==> config.mk <==
export PLATFORM = sky130hd
export DESIGN_NAME = ccd_cds_sequencer
export DESIGN_NICKNAME = d
export VERILOG_FILES = /design/src/rtl/ccd_seq_pkg.sv /design/src/rtl/seq_rate_table.sv /design/src/rtl/seq_phase_counter.sv /design/src/rtl/seq_strobe_decode.sv /design/src/rtl/ccd_cds_sequencer.sv
export SDC_FILE = /design/constraint.sdc
export NUM_CORES = 1
export LEC_CHECK = 0
export ABC_AREA = 0
export BUFFER_PORTS_ARGS = -buffer_cell sky130_fd_sc_hd__buf_2
export CORE_MARGIN = 2
export CORE_UTILIZATION = 27
export CTS_BUF_LIST = sky130_fd_sc_hd__clkbuf_2
export CTS_CLUSTER_SIZE = 20
export DETAILED_ROUTE_END_ITERATION = 6
export PLACE_DENSITY = 0.5
export SETUP_SLACK_MARGIN = 0.5
export SYNTH_ARGS = -nofsm -noshare
export SYNTH_HDL_FRONTEND = slang
export SYNTH_SLANG_ARGS = --single-unit
export TNS_END_PERCENT = 1
==> constraint.sdc <==
create_clock -name clk -period 2.35 [get_ports clk]
set_input_delay 0.5875 -clock clk [delete_from_list [all_inputs] [get_ports clk]]
set_output_delay 0.5875 -clock clk [all_outputs]
set_load 0.005 [all_outputs]
==> src/rtl/ccd_seq_pkg.sv <==
package ccd_seq_pkg;

  localparam int unsigned RATE_W = 2;
  localparam int unsigned NRATE  = 1 << RATE_W;

  typedef enum logic [RATE_W-1:0] {
    RATE_10M  = 2'd0,
    RATE_5M   = 2'd1,
    RATE_3M   = 2'd2,
    RATE_1M2  = 2'd3
  } rate_e;

  // minimum low time of the hold line before it rises
  function automatic int unsigned acq_ns(input int unsigned r);
    case (r)
      0:       return 40;
      1:       return 80;
      2:       return 150;
      default: return 300;
    endcase
  endfunction

  // minimum hold-high time before the convert edge
  function automatic int unsigned settle_ns(input int unsigned r);
    case (r)
      0:       return 40;
      1:       return 80;
      2:       return 150;
      default: return 300;
    endcase
  endfunction

  function automatic int unsigned period_ns(input int unsigned r);
    case (r)
      0:       return 100;
      1:       return 200;
      2:       return 333;
      default: return 833;
    endcase
  endfunction

  // ceiling division, so that no minimum time is shortened
  function automatic int unsigned ns_to_cycles(input int unsigned ns,
                                               input int unsigned clk_ps);
    return (ns * 1000 + clk_ps - 1) / clk_ps;
  endfunction

  function automatic int unsigned active_cycles(input int unsigned r,
                                                input int unsigned clk_ps,
                                                input int unsigned pulse_ns);
    return ns_to_cycles(acq_ns(r), clk_ps) + ns_to_cycles(settle_ns(r), clk_ps)
         + ns_to_cycles(pulse_ns, clk_ps);
  endfunction

  function automatic int unsigned seq_cycles(input int unsigned r,
                                             input int unsigned clk_ps,
                                             input int unsigned pulse_ns);
    int unsigned per;
    int unsigned act;
    per = ns_to_cycles(period_ns(r), clk_ps);
    act = active_cycles(r, clk_ps, pulse_ns);
    return (per > act) ? per : act;
  endfunction

  function automatic int unsigned max_seq_cycles(input int unsigned clk_ps,
                                                 input int unsigned pulse_ns);
    int unsigned m;
    m = 1;
    for (int unsigned r = 0; r < NRATE; r++) begin
      if (seq_cycles(r, clk_ps, pulse_ns) > m) m = seq_cycles(r, clk_ps, pulse_ns);
    end
    return m;
  endfunction

endpackage

==> src/rtl/seq_rate_table.sv <==
module seq_rate_table
  import ccd_seq_pkg::*;
#(
  parameter int unsigned CLK_PS   = 10000,
  parameter int unsigned PULSE_NS = 20,
  parameter int unsigned CW       = 7
) (
  input  logic [RATE_W-1:0] rate,
  output logic [CW-1:0]     b_hold,
  output logic [CW-1:0]     b_conv,
  output logic [CW-1:0]     b_done,
  output logic [CW-1:0]     b_last
);

  logic [CW-1:0] hold_tab [NRATE];
  logic [CW-1:0] conv_tab [NRATE];
  logic [CW-1:0] done_tab [NRATE];
  logic [CW-1:0] last_tab [NRATE];

  for (genvar g = 0; g < NRATE; g++) begin : g_rate
    localparam int unsigned A   = ns_to_cycles(acq_ns(g), CLK_PS);
    localparam int unsigned S   = ns_to_cycles(settle_ns(g), CLK_PS);
    localparam int unsigned P   = ns_to_cycles(PULSE_NS, CLK_PS);
    localparam int unsigned LEN = seq_cycles(g, CLK_PS, PULSE_NS);
    assign hold_tab[g] = CW'(A);
    assign conv_tab[g] = CW'(A + S);
    assign done_tab[g] = CW'(A + S + P);
    assign last_tab[g] = CW'(LEN - 1);
  end

  assign b_hold = hold_tab[rate];
  assign b_conv = conv_tab[rate];
  assign b_done = done_tab[rate];
  assign b_last = last_tab[rate];

endmodule

==> src/rtl/seq_phase_counter.sv <==
module seq_phase_counter #(
  parameter int unsigned CW = 7
) (
  input  logic          clk,
  input  logic          rst_n,
  input  logic          en,
  input  logic          trig,
  input  logic [CW-1:0] b_last,
  output logic          active,
  output logic [CW-1:0] cnt,
  output logic          accept,
  output logic          rejected,
  output logic          ovr
);

  logic seq_last;

  assign seq_last = active && (cnt == b_last);
  assign accept   = en && trig && (!active || seq_last);
  assign rejected = en && trig && !accept;

  always_ff @(posedge clk or negedge rst_n) begin
    if (!rst_n) begin
      active <= 1'b0;
      cnt    <= '0;
      ovr    <= 1'b0;
    end else begin
      if (accept) begin
        active <= 1'b1;
        cnt    <= '0;
      end else if (active) begin
        if (seq_last) active <= 1'b0;
        else          cnt    <= cnt + 1'b1;
      end
      if (rejected) ovr <= 1'b1;
    end
  end

endmodule

==> src/rtl/seq_strobe_decode.sv <==
module seq_strobe_decode #(
  parameter int unsigned CW = 7
) (
  input  logic          active,
  input  logic [CW-1:0] cnt,
  input  logic [CW-1:0] b_hold,
  input  logic [CW-1:0] b_conv,
  input  logic [CW-1:0] b_done,
  output logic          hold,
  output logic          conv,
  output logic          issued
);

  logic before_done;

  assign before_done = cnt < b_done;
  assign hold   = active && (cnt >= b_hold) && before_done;
  assign conv   = active && (cnt >= b_conv) && before_done;
  assign issued = active && (cnt == b_conv);

endmodule

==> src/rtl/ccd_cds_sequencer.sv <==
module ccd_cds_sequencer
  import ccd_seq_pkg::*;
#(
  parameter int unsigned CLK_PS   = 10000,
  parameter int unsigned PULSE_NS = 20
) (
  input  logic              clk,
  input  logic              rst_n,
  input  logic              en,
  input  logic [RATE_W-1:0] rate_sel,
  input  logic              pix_trig,
  output logic              ref_hold,
  output logic              start_conv,
  output logic [RATE_W-1:0] bw_sel,
  output logic              conv_issued,
  output logic              overrun
);

  localparam int unsigned MAXLEN = max_seq_cycles(CLK_PS, PULSE_NS);
  localparam int unsigned CW     = $clog2(MAXLEN + 1);

  logic [RATE_W-1:0] cur_rate;
  logic [CW-1:0]     b_hold, b_conv, b_done, b_last;
  logic [CW-1:0]     cnt;
  logic              active, accept, rejected;

  seq_rate_table #(.CLK_PS(CLK_PS), .PULSE_NS(PULSE_NS), .CW(CW)) u_tab (
    .rate   (cur_rate),
    .b_hold (b_hold),
    .b_conv (b_conv),
    .b_done (b_done),
    .b_last (b_last)
  );

  seq_phase_counter #(.CW(CW)) u_cnt (
    .clk      (clk),
    .rst_n    (rst_n),
    .en       (en),
    .trig     (pix_trig),
    .b_last   (b_last),
    .active   (active),
    .cnt      (cnt),
    .accept   (accept),
    .rejected (rejected),
    .ovr      (overrun)
  );

  // rate is latched only at the pixel boundary
  always_ff @(posedge clk or negedge rst_n) begin
    if (!rst_n)      cur_rate <= '0;
    else if (accept) cur_rate <= rate_sel;
  end

  seq_strobe_decode #(.CW(CW)) u_dec (
    .active (active),
    .cnt    (cnt),
    .b_hold (b_hold),
    .b_conv (b_conv),
    .b_done (b_done),
    .hold   (ref_hold),
    .conv   (start_conv),
    .issued (conv_issued)
  );

  assign bw_sel = cur_rate;

endmodule

==> After elaboration in Yosys (flattened, before gate mapping) <==
Index checks and enable logic that the tools add are counted.
W data, S select, Z words.
{ "classes": {"n_addsub": 1, "magnitude_cmp": 4, "n_eq_ne": 3, "muxes": 18, "bitwise_logic": 1, "n_reduce_logical": 14} }
{ "ops": {"columns": ["op", "n"], "rows": [
  ["$mux W7", 11],
  ["$bmux W7 S2", 4],
  ["$eq A7 B7 Y1", 2],
  ["$ge A7 B7 Y1", 2],
  ["$logic_and A1 B1 Y1", 9],
  ["$add A7 B1 Y7 const B", 1],
  ["$lt A7 B7 Y1", 1],
  ["$ge A3 B3 Y1 const B", 1],
  ["$mux W1", 3],
  ["$not A2 Y3", 1],
  ["$logic_not A1 Y1", 2],
  ["$ne A2 B1 Y1 const B", 1],
  ["$reduce_and A2 Y1", 1],
  ["$reduce_bool A2 Y1", 1],
  ["$logic_or A1 B1 Y1", 1]
]} }
{ "totals": {"regBits": 11, "output_inout_bits": 6, "word_cells": 45} }

==> Depth between registers and ports, before layout <==
Gate-level depths: netlist (run 1).
{ "depth": {"word_depth": 10, "depth_mapped": 9, "ltp_nobuf": 9} }

==> Modules after synthesis <==
Synthesis (run 1) repeated with hierarchy kept, for this count alone.
{ "hier_totals": {"hier_cells": 166, "area_unflattened_um2": 1407.6} }
{ "by_module_without_submodules": {"columns": ["mod", "n_inst", "cells_per_inst", "area_per_inst_um2", "seq_area_each_um2"], "rows": [
  ["seq_phase_counter", 1, 59, 565.5, 225.2],
  ["seq_strobe_decode", 1, 68, 506.7, 0.0],
  ["seq_rate_table", 1, 35, 262.8, 0.0],
  ["ccd_cds_sequencer", 1, 4, 72.6, 50.0]
]} }

==> Worst setup path before layout (run 1) <==
No wires, ideal clock.
{ "synth_path": {"path_kind": "register to output", "startpoint": "reg cur_rate[0], in the netlist bw_sel[0]", "endpoint": "out ref_hold", "t_arrival_ns": 1.717, "t_required_ns": 1.762, "setup_slack_ns": 0.046, "path_stages_with_launch": 9, "path_cell_list": "dfrtp_1 ha_1 inv_1 ha_1 nor2b_1 o21a_1 o21a_1 o21ai_0 and3_1"} }
{ "synth_between": {"elab_chain_cells": 7, "elab_cells_between_ends": 11} }
{ "synth_lines": {"columns": ["element", "line_no", "rtl"], "rows": [
  ["start: declaration", "ccd_cds_sequencer.sv:22", "logic [RATE_W-1:0] cur_rate;"],
  ["start signal: assignment", "ccd_cds_sequencer.sv:51", "else if (accept) cur_rate <= rate_sel;"],
  ["$not A2 Y3 (implied by the code) *", "seq_rate_table.sv:31, seq_rate_table.sv:33", null],
  ["$bmux W7 S2", "seq_rate_table.sv:31", "assign b_hold = hold_tab[rate];"],
  ["$mux W7 (implied by the code) (2 in series)", "seq_rate_table.sv:31", null],
  ["$ge A7 B7 Y1", "seq_strobe_decode.sv:17", "assign hold = active && (cnt >= b_hold) && before_done;"],
  ["$logic_and A1 B1 Y1", "seq_strobe_decode.sv:17", null],
  ["$logic_and A1 B1 Y1 *", "seq_strobe_decode.sv:17", null],
  ["end: declaration", "ccd_cds_sequencer.sv:12", "output logic ref_hold,"]
]} }
Every way passes the cells marked *; elsewhere a longest branch is shown, timed or not. The select of a mux whose other input is x is not followed.

==> Final worst setup path (run 1) <==
{ "layout_path": {"startpoint": "reg cur_rate[1], in the netlist bw_sel[1]", "endpoint": "out ref_hold"} }
The elaborated chain is that of the path after synthesis.

==> results of run 1 <==
-- stage by stage --
stage	utilization, %	instance area (µm²)	hold WS, ns
floorplan	-	1010	0.292
global placement	33.5	1220	0.433
detailed placement	33.5	1220	0.451
CTS	36.4	1320	0.169
global route	39.3	1430	0.146
finish	39.3	1430	0.162
-- worst max path at each step --
| stage | end | slack [ns] | depth (start not counted) |
|---|---|---|---|
| after floorplan | ref_hold | 0.12 | 8 |
| after global placement | start_conv | -0.07 | 9 |
| after detailed placement | ref_hold | -0.08 | 9 |
| after CTS | ref_hold | -0.31 | 9 |
| after global routing | ref_hold | -0.41 | 9 |
| final | ref_hold | -0.24 | 9 |
-- kinds of logic after synthesis --
family	synth area share [%]
flip-flops	27.3
AND/OR/NAND/NOR	21.1
AO/OA/AOI/OAI	15.7
multiplexers	3.23
XOR/XNOR	5.22
buffers and inverters	6.34
adder cells (fa/ha/maj)	21.1
-- cell type report --
type                            count  share of cell area (%)
Timing Repair Buffer               32                    15.4
Multi-Input combinational cell     82                    56.7
Sequential cell                    11                    19.4
Tap cell                           48                    4.20
Clock buffer                        4                    1.40
Inverter                            9                    2.89
-- metal layers --
layer  GRT usage [%]  up-vias  routed length (µm)
met5               0        -                   0
met4            1.56        0                   0
met3            3.65        0                  83
met2            20.0       15                1140
met1            15.7      393                1080
li1                -      442                   -
-- flip-flops by register name (all words and copies together) (netlist names) --
name / count
u_cnt.active: 1
u_cnt.cnt: 7
u_cnt.ovr: 1
bw_sel: 2
-- power by group through the flow --
stage               logic [mW]  clock network (mW)  registers (mW)
detailed placement        1.23                   0           0.388
CTS                       1.36               0.116           0.397
global route              1.79               0.130           0.422
global placement          1.22                   0           0.383
finish                    1.59               0.111           0.406
floorplan                0.826                   0           0.364
-- cell usage in the layout, fill, tap and decap left out, types with 2 or more instances in the layout --
cell type,instances
buf_4,19
o21ai_2,2
nor3b_1,5
inv_1,4
buf_2,11
ha_1,11
buf_6,2
nand2_1,3
xor2_1,4
nand3_1,3
mux2_4,2
nor2_4,2
dfrtp_1,9
a21o_1,3
dfrtp_2,2
ha_4,5
o21a_1,2
clkbuf_2,4
nand4b_1,2
nor2b_1,2
inv_2,2
and3_1,4
inv_4,3
a31oi_1,2
o21ai_1,3
-- timing repair --
item	in CTS	in global routing
endpoints found under the setup margin	14	14
pin swaps	5	18
resized for setup	11	21
setup buffers	4	1
gates cloned	0	0
-- worst max-delay path, cell delays in order, from the launching register on --
cell	delay, ns
dfrtp_2	0.48
ha_4	0.19
inv_4	0.07
ha_4	0.19
nor2b_4	0.12
o21a_1	0.16
o21a_1	0.17
o21ai_2	0.12
and3_1	0.16
buf_2	0.10
==> flow_summary_export.csv, run 1 <==
group,metric,value,unit
synthesis,ys.flop_type,"dfrtp_1",
synthesis,synth_nets,129,
cts,cts.clk_slew.worst_paths,0.12,ns
synthesis,avgSynthCellArea,9.50,µm²
final_layout,fin_cells,186,
global_routing,grt_pass1_vias,867,
cts,cts_tree,"done",
worst_setup_path,cp-start-kind,"register",
floorplanning,rows,22,
final_layout,diodes,0,
synthesis,yosysMostFrequentCell,"ha_1",
run,maxCapViolations,0,
final_layout,nets,162,
sta,rsz0062_at_grt,"yes",
final_layout,nFillCells,368,
worst_setup_path,cp.arrival,2.00,ns
worst_setup_path,required,1.76,ns
sta,slew_headroom,78.5,%
global_routing,grt_pass1_wl,3910,µm
final_layout,seq_area,278,µm²
outcome,violations,"setup timing",
cts,htreeDepth,1,
worst_setup_path,timing.rr.end,"bw_sel[0]",
sta,setup_slack,-0.242,ns
synthesis,yosysWarningCount,0,
route,drcViolationCount,0,
sta,hold_viol_final,0,
synthesis,syn-cell-area,1010,µm²
worst_setup_path,crit_path_start,"bw_sel[1]",
cts,cts_buffers,3,
synthesis,synth_edf_count,0,
floorplanning,chipHeight,65.1,µm
global_routing,antenna_found_initial,0,
power,vdd_drop_max,0.000503,V
power,netSwitchingFraction,43.6,%
min_path,hold_path_class,"input port to async pin",
outcome,status,"finished with violations",
route,wl,2300,µm
power,power,2.11,mW
route,viasPerCell,4.57,
floorplanning,core_area,3630,µm²
placed_design,gp_congestion,0.820,
global_routing,grt_start_max_net_pins,12,
power,p_clk_share,5.3,%
sta,tightest_slew,0.322,ns
placed_design,placedCellCount,177,
placed_design,dpl_worst_slack,-0.0785,ns
worst_setup_path,r2r_cells,8,
power,internal_power,1.19,mW
cts,cts_buffer_depth,2,
sta,period_share,110,%
power,p_leak,0.654,nW
route,wire_per_inst,12.4,µm
worst_setup_path,critPathMaxFanout,4,
synthesis,syn-instance-count,106,
worst_setup_path,reg2reg_from,"bw_sel[1]",
power,pwr-share-seq,19.2,%
synthesis,netlist.area_leader.share,27.3,%
cts,ctsHoldBuffers,0,
route,drtIter0Drc,63,
synthesis,synth_area_leaders,"dfrtp_1 (27%), ha_1 (21%), nor3b_1 (4.5%)",
sta,final.setup_skew,0.0144,ns
worst_setup_path,criticalPathCategory,"register to output pin",
power,pwr-share-comb,75.5,%
sta,final.setup.tns,-0.534,ns
route,vias,850,
route,antenna_left,0,
power,power.density,1480,nW/µm²
power,p_sw,0.921,mW
sta,fin_crit,2.59,ns
worst_setup_path,r2r_slack,0.13,ns
placed_design,numPortBuffers,11,
route,firstDrtPassIters,4,
worst_setup_path,end_kind,"output pin",
floorplanning,dieArea,4230,µm²
synthesis,synth_seq_cells,11,
synthesis,synth.distinct_cells,38,
cts,insertion_delay,0.27,ns
synthesis,netlist_top_cells_count,"ha_1 (17), dfrtp_1 (11), inv_1 (8)",
final_layout,drive_gt1_share,46.4,%
global_routing,grt_util_all_layers,12.0,%
final_layout,multi_input_area,810,µm²
final_layout,area_delta_synth_final,41.9,%
floorplanning,initial_core_util,27.7,%
sta,drv_slew,0,
sta,max_freq,0.386,GHz
sta,setup_viol,3,
placed_design,post-dp-hpwl,1820,µm
floorplanning,die_w,65.1,µm
synthesis,seq_area_frac_synth,27.3,%
cts,root_buffer,"clkbuf_2",
synthesis,synthArstFlopShare,100,%
cts,clock-sinks,11,
floorplanning,io_pins,12,
synthesis,yosysTopAreaCell,"dfrtp_1",
global_routing,grt-ovfl-total,0,
Note: power is estimated with default switching activity, not from simulation.
==> run 2, diff against run 1 <==
--- a/config.mk
+++ b/config.mk
@@ -13,6 +13,7 @@
 export CTS_CLUSTER_SIZE = 20
 export DETAILED_ROUTE_END_ITERATION = 6
 export PLACE_DENSITY = 0.5
+export REMOVE_ABC_BUFFERS = 1
 export SETUP_SLACK_MARGIN = 0.5
 export SYNTH_ARGS = -nofsm -noshare
 export SYNTH_HDL_FRONTEND = slang
==> run 2 against run 1 <==
Net effect: the run still ends with setup timing left; worst setup slack got worse by 0.065 ns; routed wire length rose by 2.7%; combinational power fell by 11%; power decreased by 8.1%; fmax decreased by 2.4%; critical path depth did not move; critical endpoint unchanged; register-to-register slack improved by 0.04 ns; via count increased by 3.6%.
==> flow_summary_export.csv, run 2 (synthesis results as in run 1) <==
group,metric,value,unit
power,power,1.94,mW
cts,ctsHoldBuffers,0,
floorplanning,io_pins,12,
worst_setup_path,crit_top_cell,"o21a_1",
route,drtIter0Drc,26,
sta,tightest_slew,0.349,ns
sta,rsz0062_at_grt,"yes",
floorplanning,die_w,65.1,µm
cts,root_buffer,"clkbuf_2",
worst_setup_path,required,1.76,ns
floorplanning,rows,22,
sta,max_freq,0.376,GHz
global_routing,use_met3,3.30,%
route,antenna_left,0,
route,viasPerCell,4.76,
worst_setup_path,crit_chain,"ha_2, inv_4, ha_4, nor2b_1, o21a_1, o21a_1, o21ai_2, and3_1, buf_2",
cts,cts_tree,"done",
route,wl,2360,µm
worst_setup_path,path_buf_inv,2,
cts,cts_buffer_depth,2,
floorplanning,core_area,3630,µm²
sta,hold_ws,0.176,ns
final_layout,fin_cells,185,
final_layout,fin_util,36.7,%
placed_design,placedCellCount,179,
final_layout,diodes,0,
route,drcViolationCount,0,
global_routing,grt_util_all_layers,12.4,%
global_routing,grt_start_max_net_pins,12,
outcome,status,"finished with violations",
power,p_leak,0.631,nW
global_routing,grt-busiest-layer,"met2",
cts,htreeDepth,1,
power,power.density,1450,nW/µm²
cts,cts.clk_slew.worst_paths,0.11,ns
sta,slew_headroom,76.7,%
final_layout,regMostFlops,"u_cnt.cnt",
route,firstDrtPassIters,4,
sta,fin_crit,2.66,ns
run,maxCapViolations,0,
worst_setup_path,r2r_cells,8,
worst_setup_path,timing.rr.end,"bw_sel[0]",
placed_design,numPortBuffers,11,
worst_setup_path,cp_top_family,"compound AO/OA/AOI/OAI gates",
sta,setup_slack,-0.307,ns
floorplanning,dieArea,4230,µm²
placed_design,post-dp-hpwl,1890,µm
route,vias,881,
global_routing,grt-ovfl-total,0,
cts,insertion_delay,0.25,ns
global_routing,grt_pass1_vias,885,
worst_setup_path,r2r_slack,0.17,ns
worst_setup_path,end_kind,"output pin",
global_routing,globalRouteMet1Util,15.8,%
final_layout,nets,161,
final_layout,drive_gt1_share,38.0,%
worst_setup_path,cpMaxStageDelayCell,"dfrtp_1",
sta,final.setup_skew,0.00154,ns
placed_design,gp_congestion,0.822,
final_layout,layout_common_cells,"buf_4 (20), ha_1 (12), dfrtp_1 (11), buf_2 (11), inv_1 (6)",
global_routing,antenna_found_initial,0,
final_layout,area_delta_synth_final,32.5,%
floorplanning,chipHeight,65.1,µm
worst_setup_path,crit_path_max_incr_delay,0.44,ns
route,wire_per_inst,12.8,µm
sta,hold_viol_final,0,
sta,setup_viol,3,
sta,period_share,113,%
cts,cts_buffers,3,
worst_setup_path,critPathMaxFanout,4,
sta,drv_slew,0,
worst_setup_path,criticalPathCategory,"register to output pin",
outcome,violations,"setup timing",
worst_setup_path,reg2reg_from,"bw_sel[0]",
floorplanning,initial_core_util,27.7,%
worst_setup_path,cp.arrival,2.07,ns
final_layout,final_common_cell,"buf_4",
worst_setup_path,cp-start-kind,"register",
power,vdd_drop_max,0.000429,V
global_routing,grt_pass1_wl,4080,µm
cts,clock-sinks,11,
min_path,hold_path_class,"input port to async pin",
global_routing,met2_usage,21.5,%
final_layout,largest_reg_flops,7,
==> run 2: cell types whose count changed in the layout (fill, tap and decap cells not counted), sizes merged <==
cell,before,now
buf,32,31
==> run 2: how the worst max path moves through the flow <==
stage / start / to / slack, ns / cells after the start
6_report: bw_sel[0] / ref_hold / -0.31 / 9
5_1_grt: bw_sel[0] / ref_hold / -0.42 / 9
4_1_cts: bw_sel[0] / ref_hold / -0.30 / 9
3_5_place_dp: bw_sel[0] / ref_hold / -0.19 / 9
3_3_place_gp: bw_sel[0] / ref_hold / -0.16 / 9
2_1_floorplan: bw_sel[0] / ref_hold / 0.05 / 8
==> run 2: final cells by class <==
cell class	instances	area [µm²]
tap	48	60.1
fill	390	2300
inverter	9	36.3
sequential	11	275
multi-input combinational	82	738
clock buffer	4	20.0
timing repair buffer	31	205
==> run 2: what timing repair did <==
item	CTS	global route
pin swaps	4	2
buffers inserted	1	1
gates resized for setup	12	5
endpoints found under the setup margin	14	14
==> run 2: power breakdown <==
| group | total [mW] | internal (mW) | switching (mW) |
|---|---|---|---|
| clock | 0.109 | 0.0452 | 0.0638 |
| combinational | 1.42 | 0.772 | 0.652 |
| sequential | 0.408 | 0.267 | 0.141 |
| total | 1.94 | 1.08 | 0.857 |
==> run 2: stage by stage <==
step	area [µm²]	setup slack, ns	TNS, ns
floorplan	977	0.0455	0
global placement	1230	-0.162	-0.322
detailed placement	1230	-0.195	-0.379
CTS	1300	-0.301	-0.697
global route	1340	-0.421	-1.07
finish	1340	-0.307	-0.690
==> run 2: routing by layer <==
| metal | vias to the layer above | wire length (µm) |
|---|---|---|
| met3 | 2 | 94 |
| met5 | - | 0 |
| li1 | 447 | - |
| met2 | 18 | 1120 |
| met1 | 414 | 1140 |
| met4 | 0 | 9 |
==> run 3, diff against run 2 <==
--- a/config.mk
+++ b/config.mk
@@ -10,9 +10,9 @@
 export CORE_MARGIN = 2
 export CORE_UTILIZATION = 27
 export CTS_BUF_LIST = sky130_fd_sc_hd__clkbuf_2
-export CTS_CLUSTER_SIZE = 20
 export DETAILED_ROUTE_END_ITERATION = 6
 export PLACE_DENSITY = 0.5
+export RECOVER_POWER = 25
 export REMOVE_ABC_BUFFERS = 1
 export SETUP_SLACK_MARGIN = 0.5
 export SYNTH_ARGS = -nofsm -noshare
==> run 3 against run 2 <==
Net effect: the run still ends with setup timing left; final cell count stayed put; clock skew hardly changed; sequential share of layout area hardly changed; final area hardly changed; critical path type unchanged; critical endpoint unchanged; largest power group unchanged.
==> flow_summary_export.csv, run 3 (synthesis results as in run 1) <==
group,metric,value,unit
power,internal_power,1.08,mW
placed_design,dpl_worst_slack,-0.195,ns
floorplanning,core_area,3630,µm²
placed_design,post-dp-hpwl,1890,µm
floorplanning,initial_core_util,27.7,%
cts,cts.clk_slew.worst_paths,0.11,ns
sta,setup_slack,-0.307,ns
power,vdd_drop_max,0.000429,V
final_layout,nFillCells,391,
worst_setup_path,critPathMaxFanout,4,
cts,insertion_delay,0.25,ns
cts,htreeDepth,1,
final_layout,layout_common_cells,"buf_4 (20), ha_1 (12), dfrtp_1 (11)",
route,firstDrtPassIters,4,
cts,cts_buffers,3,
final_layout,regMostFlops,"u_cnt.cnt",
floorplanning,io_pins,12,
route,wire_per_inst,12.8,µm
global_routing,grt_pass1_vias,885,
cts,clock-sinks,11,
placed_design,gp_congestion,0.822,
final_layout,stdcell_area,1330,µm²
power,pwr-share-seq,21.0,%
route,vias,881,
worst_setup_path,timing.rr.end,"bw_sel[0]",
route,wl,2360,µm
route,antenna_left,0,
power,netSwitchingFraction,44.2,%
cts,root_buffer,"clkbuf_2",
worst_setup_path,criticalPathCategory,"register to output pin",
worst_setup_path,cp.arrival,2.07,ns
global_routing,grt_start_max_net_pins,12,
route,drtIter0Drc,26,
power,power,1.94,mW
sta,hold_viol_final,0,
floorplanning,chipHeight,65.1,µm
floorplanning,rows,22,
outcome,status,"finished with violations",
sta,slew_headroom,60.4,%
worst_setup_path,crit_path_start,"bw_sel[0]",
route,drcViolationCount,0,
route,viasPerCell,4.76,
sta,final.setup_skew,0.00154,ns
global_routing,grt_pass1_wl,4080,µm
worst_setup_path,r2r_slack,0.17,ns
worst_setup_path,r2r_cells,8,
global_routing,grt_util_all_layers,12.4,%
sta,fin_crit,2.66,ns
placed_design,placed_area,1230,µm²
worst_setup_path,cp-start-kind,"register",
final_layout,nets,161,
cts,cts_buffer_depth,2,
sta,tightest_slew,0.593,ns
power,pwr-share-comb,73.3,%
floorplanning,die_w,65.1,µm
power,p_clk_share,5.6,%
worst_setup_path,required,1.76,ns
sta,setup_viol,3,
worst_setup_path,end_kind,"output pin",
power,power.density,1450,nW/µm²
run,maxCapViolations,0,
sta,drv_slew,0,
sta,max_freq,0.376,GHz
final_layout,area_delta_synth_final,32.4,%
final_layout,diodes,0,
cts,cts_tree,"done",
global_routing,antenna_found_initial,0,
min_path,hold_path_class,"input port to async pin",
sta,final.setup.tns,-0.690,ns
sta,rsz0062_at_grt,"yes",
final_layout,largest_reg_flops,7,
cts,ctsHoldBuffers,0,
worst_setup_path,reg2reg_from,"bw_sel[0]",
worst_setup_path,crit_path_end,"ref_hold",
sta,period_share,113,%
final_layout,final_common_cell,"buf_4",
outcome,violations,"setup timing",
power,p_leak,0.628,nW
global_routing,grt-ovfl-total,0,
floorplanning,dieArea,4230,µm²
sta,hold_ws,0.291,ns
placed_design,numPortBuffers,11,
power,p_sw,0.857,mW
final_layout,drive_gt1_share,37.2,%
[run 3: cell count changes in the layout (fill, tap and decap cells not counted)]
cell | previous run | this run
clkbuf_1 | 0 | 1
buf_2 | 11 | 10
[run 3: per-layer routing]
layer  GRT usage, %  part of all wire (%)
met5              0                     0
met1           15.8                    48
met4           1.56                  0.38
met2           21.5                    47
met3           3.30                   4.2
[run 3: final cells by class]
cell class	count	area, µm²	share of cell area (%)
Timing Repair Buffer	31	204	15.3
Multi-Input combinational cell	82	738	55.3
Inverter	9	36.3	2.72
Clock buffer	4	20.0	1.50
Sequential cell	11	275	20.6
Tap cell	48	60.1	4.50
[run 3: through the flow]
step / util [%] / std cells
3_3_place_gp: 33.8 / 179
2_1_floorplan: - / 102
5_1_grt: 36.7 / 185
3_5_place_dp: 33.8 / 179
4_1_cts: 35.7 / 184
6_report: 36.7 / 185
[run 3: worst min path at each step]
stage               from           end  depth (start not counted)
4_1_cts            rst_n  u_cnt.cnt[2]                          1
3_5_place_dp   u_cnt.ovr     u_cnt.ovr                          1
6_report           rst_n  u_cnt.cnt[6]                          1
3_3_place_gp   u_cnt.ovr     u_cnt.ovr                          1
5_1_grt            rst_n  u_cnt.cnt[6]                          1
2_1_floorplan      rst_n     bw_sel[0]                          0
[run 3: power by group through the flow]
stage / clock network [mW] / logic [mW] / registers [mW]
after global routing: 0.128 / 1.58 / 0.423
after floorplan: 0 / 0.743 / 0.388
after global placement: 0 / 1.25 / 0.396
final: 0.109 / 1.42 / 0.408
after detailed placement: 0 / 1.26 / 0.398
after CTS: 0.114 / 1.38 / 0.400
[run 3: worst max-delay path: stages, from the launching register on]
cell and delay, ns:
dfrtp_1 0.44, ha_2 0.23, inv_4 0.09, ha_4 0.19, nor2b_1 0.12, o21a_1 0.16, o21a_1 0.18, o21ai_2 0.13
and3_1 0.17, buf_2 0.11
[run 3: what timing repair did]
item | CTS | global route
endpoints found under the hold margin | 0 | 0
setup buffers | 1 | 1
resized for setup | 12 | 5
endpoints found under the setup margin | 14 | 14
pin swaps | 4 | 2
